**config.mk**
```make
export PLATFORM = sky130hd
export DESIGN_NAME = fsl_status_bank
export DESIGN_NICKNAME = d
export VERILOG_FILES = /design/src/rtl/fsl_pkg.sv /design/src/rtl/fsl_evt_bit.sv /design/src/rtl/fsl_per_bit.sv /design/src/rtl/fsl_read_port.sv /design/src/rtl/fsl_status_bank.sv
export SDC_FILE = /design/constraint.sdc
export NUM_CORES = 1
export LEC_CHECK = 0
export BUFFER_PORTS_ARGS = -buffer_cell sky130_fd_sc_hd__buf_2
export CORE_UTILIZATION = 30
export DETAILED_ROUTE_END_ITERATION = 10
export PLACE_DENSITY = 0.64
export SETUP_SLACK_MARGIN = 0.2
export SYNTH_ARGS = -nofsm -noshare
export SYNTH_HDL_FRONTEND = slang
export SYNTH_SLANG_ARGS = --single-unit
export TNS_END_PERCENT = 10
```
**constraint.sdc**
```tcl
create_clock -name clk -period 1.5 [get_ports clk]
set_input_delay 0.225 -clock clk [delete_from_list [all_inputs] [get_ports clk]]
set_output_delay 0.225 -clock clk [all_outputs]
set_load 0.01 [all_outputs]
```
**src/rtl/fsl_pkg.sv**
```systemverilog
package fsl_pkg;

    // Read-port state: which word the last sampled bus read selected
    typedef enum logic [1:0] {
        RP_IDLE  = 2'd0,
        RP_EVT   = 2'd1,
        RP_PER   = 2'd2,
        RP_OTHER = 2'd3
    } rp_state_e;

    // Event word bit positions (software decodes these)
    localparam int EVT_SEC   = 0;
    localparam int EVT_T100  = 1;
    localparam int EVT_T10   = 2;
    localparam int EVT_ALIGN = 3;
    localparam int EVT_SIG   = 4;
    localparam int EVT_W     = 5;

    // Persistent word bit positions
    localparam int PER_BFA = 0;
    localparam int PER_LOS = 1;
    localparam int PER_AIS = 2;
    localparam int PER_RAI = 3;
    localparam int PER_W   = 4;

endpackage

```
**src/rtl/fsl_evt_bit.sv**
```systemverilog
// One event latch. EDGE=1: set on 0->1 of live between strobes.
// EDGE=0: set whenever live is high at a strobe.
module fsl_evt_bit #(
    parameter bit EDGE = 1'b1
) (
    input  logic clk,
    input  logic rst_n,
    input  logic strobe,
    input  logic live,
    input  logic clr,
    output logic lat
);
    logic hit;

    generate
        if (EDGE) begin : g_edge
            logic hist_q;
            always_ff @(posedge clk or negedge rst_n) begin
                if (!rst_n)      hist_q <= 1'b0;
                else if (strobe) hist_q <= live;
            end
            assign hit = strobe & live & ~hist_q;
        end else begin : g_level
            assign hit = strobe & live;
        end
    endgenerate

    always_ff @(posedge clk or negedge rst_n) begin
        if (!rst_n) lat <= 1'b0;
        else        lat <= hit | (lat & ~clr);
    end
endmodule

```
**src/rtl/fsl_per_bit.sv**
```systemverilog
// One persistent alarm latch: sets on a rise of live, and a read
// clears it only while live is low.
module fsl_per_bit (
    input  logic clk,
    input  logic rst_n,
    input  logic live,
    input  logic rd_hit,
    output logic lat
);
    logic hist_q;
    logic rise;
    logic drop_ok;

    assign rise    = live & ~hist_q;
    assign drop_ok = rd_hit & ~live;

    always_ff @(posedge clk or negedge rst_n) begin
        if (!rst_n) begin
            hist_q <= 1'b0;
            lat    <= 1'b0;
        end else begin
            hist_q <= live;
            lat    <= rise | (lat & ~drop_ok);
        end
    end
endmodule

```
**src/rtl/fsl_read_port.sv**
```systemverilog
module fsl_read_port
    import fsl_pkg::*;
#(
    parameter int          ADDR_W   = 8,
    parameter int          DATA_W   = 16,
    parameter int          E_W      = 5,
    parameter int          P_W      = 4,
    parameter logic [7:0]  EVT_ADDR = 8'h10,
    parameter logic [7:0]  PER_ADDR = 8'h11,
    parameter logic [7:0]  IRQ_ADDR = 8'h08
) (
    input  logic              clk,
    input  logic              rst_n,
    input  logic              rd_en,
    input  logic [ADDR_W-1:0] rd_addr,
    input  logic [E_W-1:0]    evt_q,
    input  logic [P_W-1:0]    per_q,
    output logic              clr_evt,
    output logic              clr_per,
    output logic [DATA_W-1:0] rd_data
);
    localparam logic [ADDR_W-1:0] A_EVT = ADDR_W'(EVT_ADDR);
    localparam logic [ADDR_W-1:0] A_PER = ADDR_W'(PER_ADDR);
    localparam logic [ADDR_W-1:0] A_IRQ = ADDR_W'(IRQ_ADDR);

    rp_state_e         state_q, state_d;
    logic [DATA_W-1:0] snap_q;

    // next-state decode
    always_comb begin
        state_d = RP_IDLE;
        if (rd_en) begin
            if (rd_addr == A_EVT)      state_d = RP_EVT;
            else if (rd_addr == A_PER) state_d = RP_PER;
            else                       state_d = RP_OTHER;
        end
    end

    assign clr_evt = rd_en && ((rd_addr == A_EVT) || (rd_addr == A_IRQ));
    assign clr_per = rd_en && (rd_addr == A_PER);

    // state register
    always_ff @(posedge clk or negedge rst_n) begin
        if (!rst_n) state_q <= RP_IDLE;
        else        state_q <= state_d;
    end

    // snapshot of the selected word, taken before any clear lands
    always_ff @(posedge clk or negedge rst_n) begin
        if (!rst_n) begin
            snap_q <= '0;
        end else begin
            unique case (state_d)
                RP_EVT:  snap_q <= {{(DATA_W-E_W){1'b0}}, evt_q};
                RP_PER:  snap_q <= {{(DATA_W-P_W){1'b0}}, per_q};
                default: snap_q <= '0;
            endcase
        end
    end

    // outputs
    always_comb begin
        unique case (state_q)
            RP_EVT, RP_PER:    rd_data = snap_q;
            RP_IDLE, RP_OTHER: rd_data = '0;
            default:           rd_data = '0;
        endcase
    end
endmodule

```
**src/rtl/fsl_status_bank.sv**
```systemverilog
module fsl_status_bank
    import fsl_pkg::*;
#(
    parameter int         ADDR_W   = 8,
    parameter int         DATA_W   = 16,
    parameter logic [7:0] EVT_ADDR = 8'h10,
    parameter logic [7:0] PER_ADDR = 8'h11,
    parameter logic [7:0] IRQ_ADDR = 8'h08
) (
    input  logic              clk,
    input  logic              rst_n,
    input  logic              bf_strobe,
    input  logic              mf_strobe,
    input  logic              sec_live,
    input  logic              t100_live,
    input  logic              t10_live,
    input  logic              align_live,
    input  logic              sig_chg,
    input  logic              bfa_live,
    input  logic              los_live,
    input  logic              ais_live,
    input  logic              rai_live,
    input  logic              rd_en,
    input  logic [ADDR_W-1:0] rd_addr,
    output logic [DATA_W-1:0] rd_data
);
    logic [EVT_W-1:0] evt_q;
    logic [PER_W-1:0] per_q;
    logic [EVT_W-1:0] evt_live;
    logic [EVT_W-1:0] evt_stb;
    logic [PER_W-1:0] per_live;
    logic             clr_evt;
    logic             clr_per;

    always_comb begin
        evt_live            = '0;
        evt_live[EVT_SEC]   = sec_live;
        evt_live[EVT_T100]  = t100_live;
        evt_live[EVT_T10]   = t10_live;
        evt_live[EVT_ALIGN] = align_live;
        evt_live[EVT_SIG]   = sig_chg;
        evt_stb             = {EVT_W{bf_strobe}};
        evt_stb[EVT_ALIGN]  = mf_strobe;
        per_live            = '0;
        per_live[PER_BFA]   = bfa_live;
        per_live[PER_LOS]   = los_live;
        per_live[PER_AIS]   = ais_live;
        per_live[PER_RAI]   = rai_live;
    end

    generate
        for (genvar i = 0; i < EVT_W; i++) begin : g_evt
            fsl_evt_bit #(.EDGE(i != EVT_SIG)) u_bit (
                .clk    (clk),
                .rst_n  (rst_n),
                .strobe (evt_stb[i]),
                .live   (evt_live[i]),
                .clr    (clr_evt),
                .lat    (evt_q[i])
            );
        end
        for (genvar j = 0; j < PER_W; j++) begin : g_per
            fsl_per_bit u_bit (
                .clk    (clk),
                .rst_n  (rst_n),
                .live   (per_live[j]),
                .rd_hit (clr_per),
                .lat    (per_q[j])
            );
        end
    endgenerate

    fsl_read_port #(
        .ADDR_W   (ADDR_W),
        .DATA_W   (DATA_W),
        .E_W      (EVT_W),
        .P_W      (PER_W),
        .EVT_ADDR (EVT_ADDR),
        .PER_ADDR (PER_ADDR),
        .IRQ_ADDR (IRQ_ADDR)
    ) u_rp (
        .clk     (clk),
        .rst_n   (rst_n),
        .rd_en   (rd_en),
        .rd_addr (rd_addr),
        .evt_q   (evt_q),
        .per_q   (per_q),
        .clr_evt (clr_evt),
        .clr_per (clr_per),
        .rd_data (rd_data)
    );
endmodule

```
==> results of run 1 <==
[cell usage in the layout, fill, tap and decap left out]
master | netlist | layout
a21oi_1 | 1 | 1
a22o_1 | 1 | 1
a22oi_1 | 4 | 4
a31oi_1 | 1 | 1
and2_1 | 5 | 5
buf_2 | 0 | 26
buf_4 | 11 | 2
clkbuf_4 | 0 | 3
conb_1 | 1 | 11
dfrtp_1 | 24 | 24
dlygate4sd3_1 | 0 | 1
ha_1 | 2 | 2
inv_1 | 7 | 7
nand2_1 | 5 | 5
nand3_2 | 1 | 1
nand4_1 | 1 | 1
nor2_1 | 6 | 6
nor2b_1 | 4 | 4
nor3_1 | 1 | 1
nor4_2 | 1 | 1
nor4b_4 | 1 | 1
o21ai_0 | 4 | 4
o2bb2ai_1 | 4 | 4
o32a_1 | 4 | 4
xor2_1 | 2 | 1
xor2_2 | 0 | 1
[worst max path at each step]
stage | to | from
floorplan | u_rp.snap_q[0]$_DFF_PN0_ | rd_addr[2]
global placement | u_rp.snap_q[3]$_DFF_PN0_ | rd_addr[2]
detailed placement | u_rp.snap_q[3]$_DFF_PN0_ | rd_addr[2]
CTS | rd_data[4] | u_rp.state_q[0]$_DFF_PN0_
global route | rd_data[1] | u_rp.state_q[1]$_DFF_PN0_
finish | rd_data[1] | u_rp.state_q[1]$_DFF_PN0_
[flip-flops by register name (all words and copies together) (netlist names)]
name and cells:
g_evt.u_bit.lat 5, u_rp.snap_q 5, g_per.u_bit.hist_q 4, g_evt.u_bit.g_edge.hist_q 4, u_rp.state_q 2, g_per.u_bit.lat 4
[worst reg2reg max path, delay by kind of cell, from the launching register on]
kind,cells,cell delay [ps]
flip-flops,1,420
AO/OA/AOI/OAI,1,210
AND/OR/NAND/NOR,1,60
[repair_timing]
item | in CTS | in global routing
hold buffers | 1 | 0
resized for setup | 1 | 0
hold endpoints to repair | 24 | 0
pin swaps | 6 | 1
endpoints found under the setup margin | 5 | 5
[Yosys cell counts, drive strengths merged]
library cell / instances / area, um2
dfrtp: 24 / 601
buf: 11 / 82.6
inv: 7 / 26.3
nor2: 6 / 22.5
and2: 5 / 31.3
nand2: 5 / 18.8
a22oi: 4 / 30.0
nor2b: 4 / 25.0
o21ai: 4 / 20.0
o2bb2ai: 4 / 35.0
o32a: 4 / 40.0
ha: 2 / 25.0
xor2: 2 / 17.5
a21oi: 1 / 5.00
a22o: 1 / 8.76
a31oi: 1 / 6.26
conb: 1 / 3.75
nand3: 1 / 10.0
nand4: 1 / 6.26
nor3: 1 / 5.00
nor4: 1 / 12.5
nor4b: 1 / 23.8
[stage by stage]
| step | area, um2 | cells | setup TNS, ps |
|---|---|---|---|
| 4_1_cts | 1250 | 168 | 0 |
| 2_1_floorplan | 1090 | 101 | 0 |
| 3_3_place_gp | 1210 | 164 | 0 |
| 5_1_grt | 1250 | 168 | 0 |
| 6_report | 1250 | 168 | 0 |
| 3_5_place_dp | 1210 | 164 | -8.07 |
[routing by layer]
layer / vias to the layer above / global-route usage (%) / part of all wire, %
met2: 21 / 18.6 / 51
met1: 325 / 13.2 / 43
met4: 0 / 3.81 / 1.5
met3: 4 / 1.89 / 3.9
met5: - / 0 / 0
li1: 353 / - / -
[where the power goes]
group	internal [uW]	total [uW]	switching [uW]
logic	61.6	146	84.6
registers	680	694	14.0
clock network	93.3	260	167
[kinds of logic (layout without fill, tap and decap cells)]
group	count (synthesis)	in the layout	share of synthesized area, %
adders and majority gates	2	2	2.37
xor gates and xnor gates	2	2	1.66
DFF	24	24	56.9
other	1	11	0.355
buffers and inverters	18	39	10.3
AOI/OAI and AO/OA	19	19	13.7
and+or+nand+nor	25	25	14.7
[final cells by class]
class / count / area, um2 / share of cell area (%)
multi-input combinational: 59 / 392 / 31.2
inverter: 7 / 26.3 / 2.10
clock buffer: 3 / 22.5 / 1.80
tap: 46 / 57.6 / 4.59
timing repair buffer: 29 / 155 / 12.4
sequential: 24 / 601 / 47.9
==> metrics.txt, run 1 <==
gr usage total=10.6%; sequential area share after synthesis=56.9%; buffers plus inverters on the worst setup path=1; final net count=148; largest net degree at the start of global routing=25; Hold Fails Final Rpt=0; Setup WS post-layout=104 ps; peak supply drop=0.000445 V; Hold WS=54.6 ps; port bufs=26; CTS Buffer Depth=2; core area=0.00336 mm2; initial core utilization=31.4%; CTS tree=done; Crit Path Class=register to output pin; Ys Warns=0; Tot Pwr=1100 uW; cell area after synthesis=0.00106 mm2; HP Class=input port to register; Fin Clk Skew=0.986 ps; Synth cell types=22; relative slew slack=65.7%; Filler cells=348; std cell rows=21; IO Count=38; clk slew on worst S/H paths=120 ps; max-cap violations=0; vias in the first global route=678; # Post-CTS Setup Buffers=0; CTS Buf Count=3; outcome=completed; CP Capture Type=output pin; Worst-Skew Late Latency=290 ps; startpoint class of the critical path=register; Root Driver=clkbuf_4; Routability Congestion=0.742; worst hold stages=1; width of the die=61.3 um; initial DRC count=7; Worst Max-Slew Pin Slew=515 ps; share of layout cells above drive strength 1=28.7%; height of the die=61.3 um; Util after Layout=37.3%; R2R Path Start=g_evt[3].u_bit.lat$_DFF_PN0_; final cycle utilization of the critical path=93.1%; cell area power density=877 mW/mm2; ANT nets after route=0; wire per inst=10.4 um; clk sink count=24; number of antenna cells inserted=0; fmax=716 MHz; Synth Register Bits=24; drc violations=0; synth-to-layout area growth=18.7%; r2r setup slk=720 ps; CP Data Arrival Time=1170 ps; Tmin final=1400 ps; antenna violations before repair=0; DP Worst Slack=-8.07 ps; H-tree lvl count=1; Max FO, Critical Path=5; CP cell instances=xor2_2, and2_1, buf_2; reg2reg end=u_rp.snap_q[3]$_DFF_PN0_; Slew Viols, Final=0; Lkg Pwr=0.000595 uW; vias after detailed routing=703; Final setup viols=0; router iterations before antenna repair=4; max incr delay on CP=410 ps; die area=0.00376 mm2; final wirelength=1750 um; RSZ-0062 raised after global routing=true; reg2reg path depth=2; CP required=1270 ps; syn avg cell area=11.6 um2; Post-Syn Instances=91; Crit-path slowest cell=dfrtp_1; first-pass GRT wire length=2950 um; vias per cell=4.18; total grt overflow=0; hold_sp=los_live; HPWL reported at the end of detailed placement=1440 um; number of cells on the critical path=3; Worst Hold End=g_per[1].u_bit.hist_q$_DFF_PN0_; Crit path max-delay family=flip-flops
No activity file was read; power rests on OpenSTA's default activity.
==> run 2: changes to the inputs <==
PLACE_DENSITY = 0.63   (was 0.64)
SYNTH_HIERARCHICAL = 1   (was unset)
==> run 2 against run 1 <==
  * The flow now finishes with violations (setup timing)
  * Cell count rose by 5.4%
  * First-iteration DRC count rose to 3.4 times the previous value
  * Global-route usage shrank 0.56 points
  * Cell area grew 10%
  * Synthesized cell count is 9.9% higher
  * Die area grew 4.9%
  * Combinational power grew 15%
  * Largest power group unchanged
==> metrics.txt, run 2 <==
outcome=finished, violations left; failing checks=setup timing; peak supply drop=0.000623 V (+40%); share of layout cells above drive strength 1=35.9% (+7.2 points); Crit-path slowest cell=or4_4; Slew Viols, Final=0 (unchanged); final net count=157 (+6.1%); HP Class=input port to register; Crit Path Class=input port to register; Lkg Pwr=0.000685 uW (+15%); max incr delay on CP=570 ps (+160 ps); CP Data Arrival Time=1800 ps (+630 ps); ANT nets after route=0 (unchanged); port bufs=26 (unchanged); IO Count=38 (unchanged); cell area power density=880 mW/mm2 (+0.28%); CTS Buffer Depth=2 (unchanged); R2R Path Start=g_evt[3].u_bit/lat$_DFF_PN0_; Ys Warns=6 (+6); clk sink count=24 (unchanged); Crit path max-delay family=compound AO/OA/AOI/OAI gates; number of antenna cells inserted=0 (unchanged); final cell count without fillers=177 (+5.4%); Cells after DPL=172 (+4.9%); final cycle utilization of the critical path=110% (+17 points); syn avg cell area=11.1 um2 (-4.4%); CTS tree=done; initial DRC count=24 (+17); H-tree lvl count=1 (unchanged); startpoint class of the critical path=input port; synth top area cells=dfrtp_1, buf_4, inv_1; reg2reg path depth=2 (unchanged); DP Worst Slack=-396 ps (-388 ps); final wirelength=1870 um (+6.8%); Worst Max-Slew Pin Slew=507 ps (-7.52 ps); buffers plus inverters on the worst setup path=1 (unchanged); most frequent cells in the layout=dfrtp_1, buf_2, inv_1; Worst Hold End=g_per[0].u_bit/hist_q$_DFF_PN0_; total grt overflow=0 (unchanged); gr usage total=10.1% (-0.56 points); CP Capture Type=register; std cell rows=21 (unchanged); Tmin final=1650 ps (+251 ps); Fin Clk Skew=1.12 ps (+0.133 ps); drc violations=0 (unchanged); Setup WS post-layout=-147 ps (-251 ps); die area=0.00395 mm2 (+4.9%); vias after detailed routing=739 (+5.1%); Final setup viols=9 (+9); first-pass GRT wire length=3100 um (+4.9%); largest area contributor in the netlist=dfrtp_1; Synth async-reset ratio=100% (unchanged); vias per cell=4.18 (-0.22%); synth-to-layout area growth=24.7%; antenna violations before repair=0 (unchanged); vias in the first global route=708 (+4.4%); Worst-Skew Late Latency=250 ps (-40 ps); share of the synthesized area in the top cell type=54.1% (-2.8 points); worst hold stages=1 (unchanged); initial core utilization=32.2% (+0.84 points); max-cap violations=0 (unchanged); Primary FF master, synth=dfrtp_1; Post-synth top cells=dfrtp_1, inv_1, buf_4, and2_1, nand2b_1; reg2reg end=u_rp/snap_q[3]$_DFF_PN0_; CTS Buf Count=3 (unchanged); Root Driver=clkbuf_8; Synth cell types=21 (-4.5%); height of the die=62.8 um (+2.4%); cell area after synthesis=0.00111 mm2 (+5.1%); core area=0.00344 mm2 (+2.3%); wire per inst=10.6 um (+1.4%); fmax=607 MHz (-15%); width of the die=62.8 um (+2.4%); Max FO, Critical Path=6 (+1); r2r setup slk=750 ps (+30 ps); RSZ-0062 raised after global routing=true; Hold Fails Final Rpt=0 (unchanged); clk slew on worst S/H paths=70 ps (-50 ps); Hold WS=98.5 ps (+43.9 ps); Synth Register Bits=24 (unchanged); CP required=1650 ps (+380 ps); biggest regs=g_evt.u_bit/lat: 5 flops, u_rp/snap_q: 5 flops; most numerous cell in the Yosys netlist=dfrtp_1; Filler cells=335 (-3.7%); router iterations before antenna repair=4 (unchanged); number of flops mapped to enable cells by yosys=0 (unchanged); CP cell instances=buf_6, or4_4, o41a_1, ha_4, a22oi_2, nor2_1; sequential area share after synthesis=54.1% (-2.8 points); Post-Syn Instances=100 (+9.9%); Routability Congestion=0.725 (-2.3%); relative slew slack=66.2% (+0.50 points); largest net degree at the start of global routing=25 (unchanged); hold_sp=bfa_live; HPWL reported at the end of detailed placement=1430 um (-0.31%)
run 2: cell count changes after synthesis, sizes merged, moves of 2 or more:
cell     previous run  this run
nor2                6         4
nor2b               4         0
o2bb2ai             4         0
a22o                1         4
o32a                4         0
nand2b              0         6
o22ai               0         4
o41ai               0         2
inv                 7        14
o41a                0         2
run 2: worst max path at each step:
stage	start	end	slack, ps	depth (start not counted)
after floorplan	rd_addr[1]	u_rp/snap_q[0]$_DFF_PN0_	-290	6
after global placement	rd_addr[1]	u_rp/snap_q[1]$_DFF_PN0_	-350	6
after detailed placement	rd_addr[1]	u_rp/snap_q[1]$_DFF_PN0_	-400	6
after CTS	rd_addr[1]	u_rp/snap_q[1]$_DFF_PN0_	-120	6
after global routing	rd_addr[6]	u_rp/snap_q[2]$_DFF_PN0_	-170	6
final	rd_addr[6]	u_rp/snap_q[2]$_DFF_PN0_	-150	6
run 2: layout make-up:
type	instances	area, um2	share of cell area, %
inverter	14	52.6	3.80
multi-input combinational	60	457	33.0
timing repair buffer	30	175	12.7
sequential	24	601	43.4
tap	46	57.6	4.16
clock buffer	3	41.3	2.98
run 2: logic make-up (layout without fill, tap and decap cells):
family                     Yosys count  after routing  share of synthesized area, %
buffers and inverters               26             47                          13.2
DFF                                 24             24                          54.1
and+or+nand+nor                     24             24                          12.0
AOI/OAI and AO/OA                   21             21                          16.6
adders and majority gates            2              2                          2.25
xor gates and xnor gates             2              2                          1.58
other                                1             11                         0.338
run 2: report_power, final:
part,internal (uW),switching (uW)
Clock,179,178
Combinational,76.1,91.4
Sequential,679,14.9
Total,934,284
run 2: stage by stage:
stage | util, % | setup TNS [ps] | total power (uW) | instance area, um2
floorplan | - | -3070 | 807 | 1160
global placement | 36.8 | -3240 | 847 | 1260
detailed placement | 36.8 | -3420 | 855 | 1260
CTS | 38.7 | -598 | 1220 | 1330
global route | 40.2 | -948 | 1290 | 1380
finish | 40.2 | -772 | 1220 | 1380
run 2: repair_timing:
item                                    CTS  global route
gates cloned                              0             0
pin swaps                                 6             8
endpoints found under the hold margin    24             0
hold buffers                              1             0
endpoints found under the setup margin   14            18
setup buffers                             0             1
resized for setup                         3             7
run 2: per-layer routing:
metal  up-vias  track usage (%)  wire [um]
met4         0             1.74          8
met3         2             3.83         88
met5         -                0          0
met1       331             12.9        809
li1        376                -          -
met2        30             16.2        966
